$ cat config.mk
export PLATFORM = sky130hd
export DESIGN_NAME = colcount_mult
export DESIGN_NICKNAME = d
export VERILOG_FILES = /design/src/rtl/ccm_pkg.sv /design/src/rtl/ccm_pp.sv /design/src/rtl/ccm_level.sv /design/src/rtl/ccm_final.sv /design/src/rtl/colcount_mult.sv
export SDC_FILE = /design/constraint.sdc
export NUM_CORES = 1
export LEC_CHECK = 0
export ABC_CLOCK_PERIOD_IN_PS = 3280
export BUFFER_PORTS_ARGS = -buffer_cell sky130_fd_sc_hd__buf_2
export CORE_UTILIZATION = 60
export DETAILED_ROUTE_END_ITERATION = 7
export PLACE_DENSITY = 0.86
export SYNTH_ARGS = -nofsm -noshare
export SYNTH_HDL_FRONTEND = slang
export SYNTH_SLANG_ARGS = --single-unit
$ cat constraint.sdc
create_clock -name clk -period 3.28 [get_ports clk]
set_input_delay 0.328 -clock clk [delete_from_list [all_inputs] [get_ports clk]]
set_output_delay 0.328 -clock clk [all_outputs]
set_load 0.02 [all_outputs]
$ cat src/rtl/ccm_pkg.sv
`timescale 1ns/1ps
package ccm_pkg;

    // number of bits needed to write the value v
    function automatic int bits_for(input int v);
        int w;
        w = 0;
        while ((1 << w) <= v) w++;
        return w;
    endfunction

    // column height after a given number of counter levels
    function automatic int height_at(input int op_w, input int lvl);
        int h;
        h = op_w;
        for (int i = 0; i < lvl; i++) begin
            if (h > 2) h = bits_for(h);
        end
        return h;
    endfunction

    // counter levels until every column holds at most two bits
    function automatic int num_levels(input int op_w);
        int h;
        int n;
        h = op_w;
        n = 0;
        while (h > 2) begin
            h = bits_for(h);
            n++;
        end
        return n;
    endfunction

    // operand register + grouped counter stages + final adder register
    function automatic int pipe_latency(input int op_w, input int per_reg);
        return 2 + (num_levels(op_w) + per_reg - 1) / per_reg;
    endfunction

endpackage

$ cat src/rtl/ccm_pp.sv
`timescale 1ns/1ps
module ccm_pp #(
    parameter int OP_W = 8,
    localparam int COLS = 2 * OP_W
) (
    input  logic                           clk,
    input  logic                           rst_n,
    input  logic                           in_vld,
    input  logic [OP_W-1:0]                in_x,
    input  logic [OP_W-1:0]                in_y,
    output logic                           out_vld,
    output logic [COLS-1:0][OP_W-1:0]      out_mat
);

    typedef struct packed {
        logic                      vld;
        logic [COLS-1:0][OP_W-1:0] mat;
    } pp_st_t;

    pp_st_t st_d, st_q;

    // bit (i,j) lands in column i+j; row i is unique within that column
    always_comb begin
        st_d     = '0;
        st_d.vld = in_vld;
        for (int i = 0; i < OP_W; i++) begin
            for (int j = 0; j < OP_W; j++) begin
                st_d.mat[i+j][i] = in_x[i] & in_y[j];
            end
        end
    end

    always_ff @(posedge clk or negedge rst_n) begin
        if (!rst_n) st_q <= '0;
        else        st_q <= st_d;
    end

    assign out_vld = st_q.vld;
    assign out_mat = st_q.mat;

endmodule

$ cat src/rtl/ccm_level.sv
`timescale 1ns/1ps
module ccm_level #(
    parameter int COLS    = 16,
    parameter int ROWS_IN = 8,
    parameter bit REG     = 1'b1,
    localparam int ROWS_OUT = ccm_pkg::bits_for(ROWS_IN)
) (
    input  logic                              clk,
    input  logic                              rst_n,
    input  logic                              in_vld,
    input  logic [COLS-1:0][ROWS_IN-1:0]      in_mat,
    output logic                              out_vld,
    output logic [COLS-1:0][ROWS_OUT-1:0]     out_mat
);

    typedef struct packed {
        logic                          vld;
        logic [COLS-1:0][ROWS_OUT-1:0] mat;
    } lvl_st_t;

    lvl_st_t                       st_d;
    logic [COLS-1:0][ROWS_OUT-1:0] cnt;

    // count ones per column, then spread count bit j into column c+j
    always_comb begin
        cnt = '0;
        for (int c = 0; c < COLS; c++) begin
            for (int r = 0; r < ROWS_IN; r++) begin
                cnt[c] = cnt[c] + ROWS_OUT'(in_mat[c][r]);
            end
        end
        st_d     = '0;
        st_d.vld = in_vld;
        for (int c = 0; c < COLS; c++) begin
            for (int j = 0; j < ROWS_OUT && j <= c; j++) begin
                st_d.mat[c][j] = cnt[c-j][j];
            end
        end
    end

    if (REG) begin : g_reg
        lvl_st_t st_q;
        always_ff @(posedge clk or negedge rst_n) begin
            if (!rst_n) st_q <= '0;
            else        st_q <= st_d;
        end
        assign out_vld = st_q.vld;
        assign out_mat = st_q.mat;
    end else begin : g_comb
        assign out_vld = st_d.vld;
        assign out_mat = st_d.mat;
    end

endmodule

$ cat src/rtl/ccm_final.sv
`timescale 1ns/1ps
module ccm_final #(
    parameter int COLS = 16,
    parameter int ROWS = 2
) (
    input  logic                          clk,
    input  logic                          rst_n,
    input  logic                          in_vld,
    input  logic [COLS-1:0][ROWS-1:0]     in_mat,
    output logic                          out_vld,
    output logic [COLS-1:0]               out_sum
);

    typedef struct packed {
        logic            vld;
        logic [COLS-1:0] sum;
    } fin_st_t;

    fin_st_t         st_d, st_q;
    logic [COLS-1:0] row_a, row_b;

    for (genvar c = 0; c < COLS; c++) begin : g_rows
        assign row_a[c] = in_mat[c][0];
        if (ROWS > 1) begin : g_two
            assign row_b[c] = in_mat[c][1];
        end else begin : g_one
            assign row_b[c] = 1'b0;
        end
    end

    always_comb begin
        st_d.vld = in_vld;
        st_d.sum = row_a + row_b;
    end

    always_ff @(posedge clk or negedge rst_n) begin
        if (!rst_n) st_q <= '0;
        else        st_q <= st_d;
    end

    assign out_vld = st_q.vld;
    assign out_sum = st_q.sum;

endmodule

$ cat src/rtl/colcount_mult.sv
`timescale 1ns/1ps
module colcount_mult
    import ccm_pkg::*;
#(
    parameter int OP_W        = 8,
    parameter int LVL_PER_REG = 1
) (
    input  logic                  clk,
    input  logic                  rst_n,
    input  logic                  op_vld,
    input  logic [OP_W-1:0]       op_x,
    input  logic [OP_W-1:0]       op_y,
    output logic                  res_vld,
    output logic [2*OP_W-1:0]     res_prod
);

    localparam int COLS  = 2 * OP_W;
    localparam int NLVL  = num_levels(OP_W);
    localparam int FROWS = height_at(OP_W, NLVL);

    logic                      pp_vld;
    logic [COLS-1:0][OP_W-1:0] pp_mat;
    logic                      fin_vld;
    logic [COLS-1:0][FROWS-1:0] fin_mat;

    ccm_pp #(.OP_W(OP_W)) u_pp (
        .clk     (clk),
        .rst_n   (rst_n),
        .in_vld  (op_vld),
        .in_x    (op_x),
        .in_y    (op_y),
        .out_vld (pp_vld),
        .out_mat (pp_mat)
    );

    for (genvar l = 0; l < NLVL; l++) begin : g_lvl
        localparam int RI = height_at(OP_W, l);
        localparam int RO = height_at(OP_W, l + 1);
        // a stage boundary after every LVL_PER_REG levels and after the last
        localparam bit DO_REG = (((l + 1) % LVL_PER_REG) == 0) || (l == NLVL - 1);

        logic                    vld_i, vld_o;
        logic [COLS-1:0][RI-1:0] mat_i;
        logic [COLS-1:0][RO-1:0] mat_o;

        if (l == 0) begin : g_first
            assign vld_i = pp_vld;
            assign mat_i = pp_mat;
        end else begin : g_next
            assign vld_i = g_lvl[l-1].vld_o;
            assign mat_i = g_lvl[l-1].mat_o;
        end

        ccm_level #(.COLS(COLS), .ROWS_IN(RI), .REG(DO_REG)) u_lvl (
            .clk     (clk),
            .rst_n   (rst_n),
            .in_vld  (vld_i),
            .in_mat  (mat_i),
            .out_vld (vld_o),
            .out_mat (mat_o)
        );
    end

    if (NLVL == 0) begin : g_nolvl
        assign fin_vld = pp_vld;
        assign fin_mat = pp_mat;
    end else begin : g_haslvl
        assign fin_vld = g_lvl[NLVL-1].vld_o;
        assign fin_mat = g_lvl[NLVL-1].mat_o;
    end

    ccm_final #(.COLS(COLS), .ROWS(FROWS)) u_fin (
        .clk     (clk),
        .rst_n   (rst_n),
        .in_vld  (fin_vld),
        .in_mat  (fin_mat),
        .out_vld (res_vld),
        .out_sum (res_prod)
    );

endmodule

Word level (Yosys, flattened, before mapping)
Index checks and enable logic that the tools add are counted.
- register bits: 207
- input bits: 19
- output and inout port bits: 17
- word-level logic and storage cells: 245
- add/sub/neg operators: 112
- bitwise logic cells: 64
- operator list (cell ; count):
    $add 4x1->4 ; 36
    $add 1x1->2 ; 38
    $and 1x1->1 ; 64
    $add 3x1->3 ; 21
    $add 2x1->2 ; 13
    $add 16x16->16 ; 1
    $add 1x1->1 ; 3

Depth between registers and ports, before layout
- depth in word-level cells: 7
- gate-level depth with buffers: 9
- mapped depth without buffers: 9

By module
Synthesis repeated with hierarchy kept, for this count alone.
- cell total of the unflattened synthesis: 927
- area total of the unflattened synthesis: 11210.8 µm²
- modules (own cells, without submodules) (module ; instances ; cells each ; area each (µm²) ; sequential area each (µm²)):
    ccm_level at g_lvl[0].u_lvl ; 1 ; 396 ; 4260.3 ; 1476.4
    ccm_pp ; 1 ; 194 ; 2511.2 ; 1626.6
    ccm_level at g_lvl[1].u_lvl ; 1 ; 172 ; 2153.3 ; 1151.1
    ccm_final ; 1 ; 115 ; 1149.9 ; 425.4
    ccm_level at g_lvl[2].u_lvl ; 1 ; 50 ; 1136.1 ; 800.8

Least setup slack after synthesis
OpenSTA, ideal clock, no wires.
- path kind: flip-flop to flip-flop
- from: register u_pp.st_q (netlist bit u_pp.out_mat[56])
- to: register g_lvl[0].u_lvl.g_reg.st_q (netlist bit g_lvl[0].u_lvl.out_mat[38])
- library setup time: 123 ps
- arrival time: 2455 ps
- required time: 3157 ps
- setup slack: 703 ps
- cell stages (with the launch flop): 8
- path buffers: 0
- period minus slack after synthesis: 2577 ps
- cell sequence: dfrtp_1 ha_1 inv_1 fa_1 fa_1 fa_1 fa_1 xnor2_1
- RTL lines (what ; RTL line ; source):
    start, declared ; ccm_pp.sv:20 ; pp_st_t st_d, st_q;
    start signal, assigned ; ccm_pp.sv:35 ; else st_q <= st_d;
    end signal, assigned ; ccm_level.sv:45 ; else st_q <= st_d;
    end, declared ; ccm_level.sv:42 ; lvl_st_t st_q;

==> results.txt <==
Status -> completed
Synth top area cells -> dfrtp_1 63%, fa_1 12%, ha_1 12%
Most common flop cell mapped by yosys -> dfrtp_1
Nets -> 679
Die area -> 13100 um2
Critical path startpoint category -> flop
CP Data Required Time -> 3.62 ns
Max Clk Rate -> 365 MHz
Total gr overflow -> 0
Post-synth top area share -> 63.5%
Die Span Y -> 115 um
Worst-path fanout max -> 2
GR Util met3 -> 5.72%
Setup slack, reg-to-reg -> 0.54 ns
Pre-CTS setup slack -> 0.595 ns
Worst reg2reg path depth -> 7
DRT Pass-1 Iters -> 4
Number of global-route vias before repair -> 4037
Layout cell share with drive strength beyond 1 -> 12.9%
Final Hold Fails -> 0
Residual DRC -> 0
Clk Latency, worst-skew pair -> 0.43 ns
Peak supply drop -> 368 uV
Mapped Cells -> 484
Hold Path End -> u_pp.out_mat[57]
Final HPWL DP -> 7850 um
Register area share after synthesis -> 63.5%
Yosys reg bits -> 193
WS Path Type -> reg2reg
# setup viols final -> 0
YS warnings -> 0
FP Rows -> 40
EDFF count, synth -> 0
Via/cell ratio -> 4.98
Final wirelength -> 11900 um
Post-synthesis mux area share -> 0%
# clock sinks -> 193
Fraction of the mapped netlist area in compound gates -> 2.02%
Transition time at the pin with the least slew margin -> 0.611 ns
GRT busiest layer -> met2
Max Slew Vio Count -> 0
CTS Root Cell -> clkbuf_16
Adder-cell share of the synthesized area -> 23.7%
IO Port Bufs -> 35
Unrepaired setup endpoints after global routing -> false
Simple-gate area share of the yosys netlist -> 6.25%
Async set-reset flop share out of synthesis -> 100%
Origin of the worst setup path -> u_pp.out_mat[57]
RR Startpoint -> u_pp.out_mat[57]
Fin crit period -> 2.74 ns
Post-DRT Antenna Nets -> 0
Fin crit share -> 83.6%
Critical Path AT -> 3.08 ns
Post-CTS Setup Inserts -> 0
Max cap viols -> 0
Layout area overhead -> 13.1%
Biggest area consumer among synthesized cells -> dfrtp_1
Ports -> 36
Antenna diodes -> 0
CTS Buf Count -> 17
Syn_area_per_cell -> 15.7 um2
Setup crit end kind -> flop
Mapped Area -> 7610 um2
First-pass GRT wire length -> 20400 um
Longest Clk Path Bufs -> 2
Core region area -> 12200 um2
Clock Pin Slew Worst Setup and Hold Paths -> 0.07 ns
Met2 Use GR -> 37.9%
Cell variety after synth -> 26
Grt met1 use -> 25.9%
Hold crit path type -> in2reg
CTS tree -> yes
Drt first-iter violations -> 153
Hold path depth -> 2
Setup Skew -> 0.00859 ns
Final worst slack -> 0.539 ns
Max-slew headroom -> 59.3%
Drt wl/cell -> 16.4 um
Main combinational cell family by area after synthesis -> adder cells
Syn_nets -> 620
Crit Reg-Reg Endpoint -> g_lvl[0].u_lvl.out_mat[38]
Starting density of the core -> 62.3%
Largest net degree at the start of global routing -> 81
Initial antenna violation count -> 0
Die Wd -> 115 um
Hold_sp -> op_y[6]
Via Count -> 3602
Tot GR Track Use -> 21.8%
Xor/xnor share of the synthesized area -> 1.73%
GPL Wtd Cong -> 0.817
Post-route setup TNS -> 0 ns
PD cells -> 699 nW/um2
Leakage -> 4.48 nW
H-tree level count -> 4
per-layer routing:
| layer | vias to the layer above | routed length [um] |
|---|---|---|
| li1 | 1629 | - |
| met1 | 1882 | 4740 |
| met2 | 67 | 6480 |
| met3 | 24 | 392 |
| met4 | 0 | 290 |
| met5 | - | 0 |
worst max-delay path, cell delays in order, from the launching register on:
cell,delay [ns]
dfrtp_1,0.37
ha_1,0.28
inv_1,0.06
fa_1,0.49
fa_1,0.42
fa_1,0.44
fa_1,0.41
xnor2_1,0.18
worst max-delay path by stage:
stage,end,slack (ns),cells after the start
4_1_cts,g_lvl[0].u_lvl.out_mat[38],0.55,7
3_5_place_dp,g_lvl[0].u_lvl.out_mat[33],0.60,7
6_report,g_lvl[0].u_lvl.out_mat[38],0.54,7
3_3_place_gp,g_lvl[0].u_lvl.out_mat[33],0.67,7
2_1_floorplan,g_lvl[0].u_lvl.out_mat[38],0.70,7
5_1_grt,g_lvl[0].u_lvl.out_mat[38],0.44,7
synth_stat cells (all sizes together) (2+ instances only):
cell,count
dfrtp,193
ha,72
and2,64
inv,58
fa,45
xnor2,10
a21oi,8
xor2,5
nand2,4
nor2b,4
o21ai,4
nand3,3
a21o,2
nor2,2
cell families (layout without fill, tap and decap cells):
kind of cell,after synthesis,count (layout)
buf+inv,58,130
simple gates,79,79
fa+ha+maj,117,117
flops,193,193
compound gates,22,22
xor+xnor,15,15
layout make-up:
cell class | count | area (um2)
timing repair buffer | 40 | 226
clock buffer | 18 | 429
clock inverter | 14 | 133
inverter | 58 | 218
sequential | 193 | 4830
fill | 797 | 3600
tap | 168 | 210
multi-input combinational | 233 | 2560
placed cells by master (no fill, tap or decap), types with 5 or more instances in the layout:
master,count
xnor2_1,10
xor2_1,5
inv_1,58
clkinvlp_4,5
fa_1,45
dfrtp_1,193
clkbuf_16,17
buf_2,34
a21oi_1,8
and2_1,64
ha_1,72
per-stage QoR:
step	cells	instance area, um2	hold WS, ns	total power, mW	util (%)
final	724	8610	0.222	6.02	70.5
after global routing	724	8610	0.219	6.38	70.5
after CTS	724	8610	0.212	6.09	70.5
after detailed placement	690	8030	0.335	4.09	65.7
after global placement	690	8030	0.332	3.98	65.7
after floorplan	484	7610	0.0324	3.69	-
sequential cells by signal, summed over array words and instances, names as in the netlist:
signal and cells:
g_lvl.u_lvl.out_mat 108, g_lvl.u_lvl.out_vld 3, u_fin.out_sum 16, u_fin.out_vld 1
u_pp.out_mat 64, u_pp.out_vld 1
what timing repair did:
item | 4_1_cts | 5_1_grt
hold buffers | 2 | 0
hold endpoints to repair | 78 | 0
gates resized for setup | 0 | 0
setup endpoints to repair | 0 | 0
where the power goes:
group          internal, mW  switching [mW]
logic                 0.469           0.653
registers              2.78           0.183
clock network          1.06           0.881
total                  4.30            1.72
(Power assumes the default switching activity.)
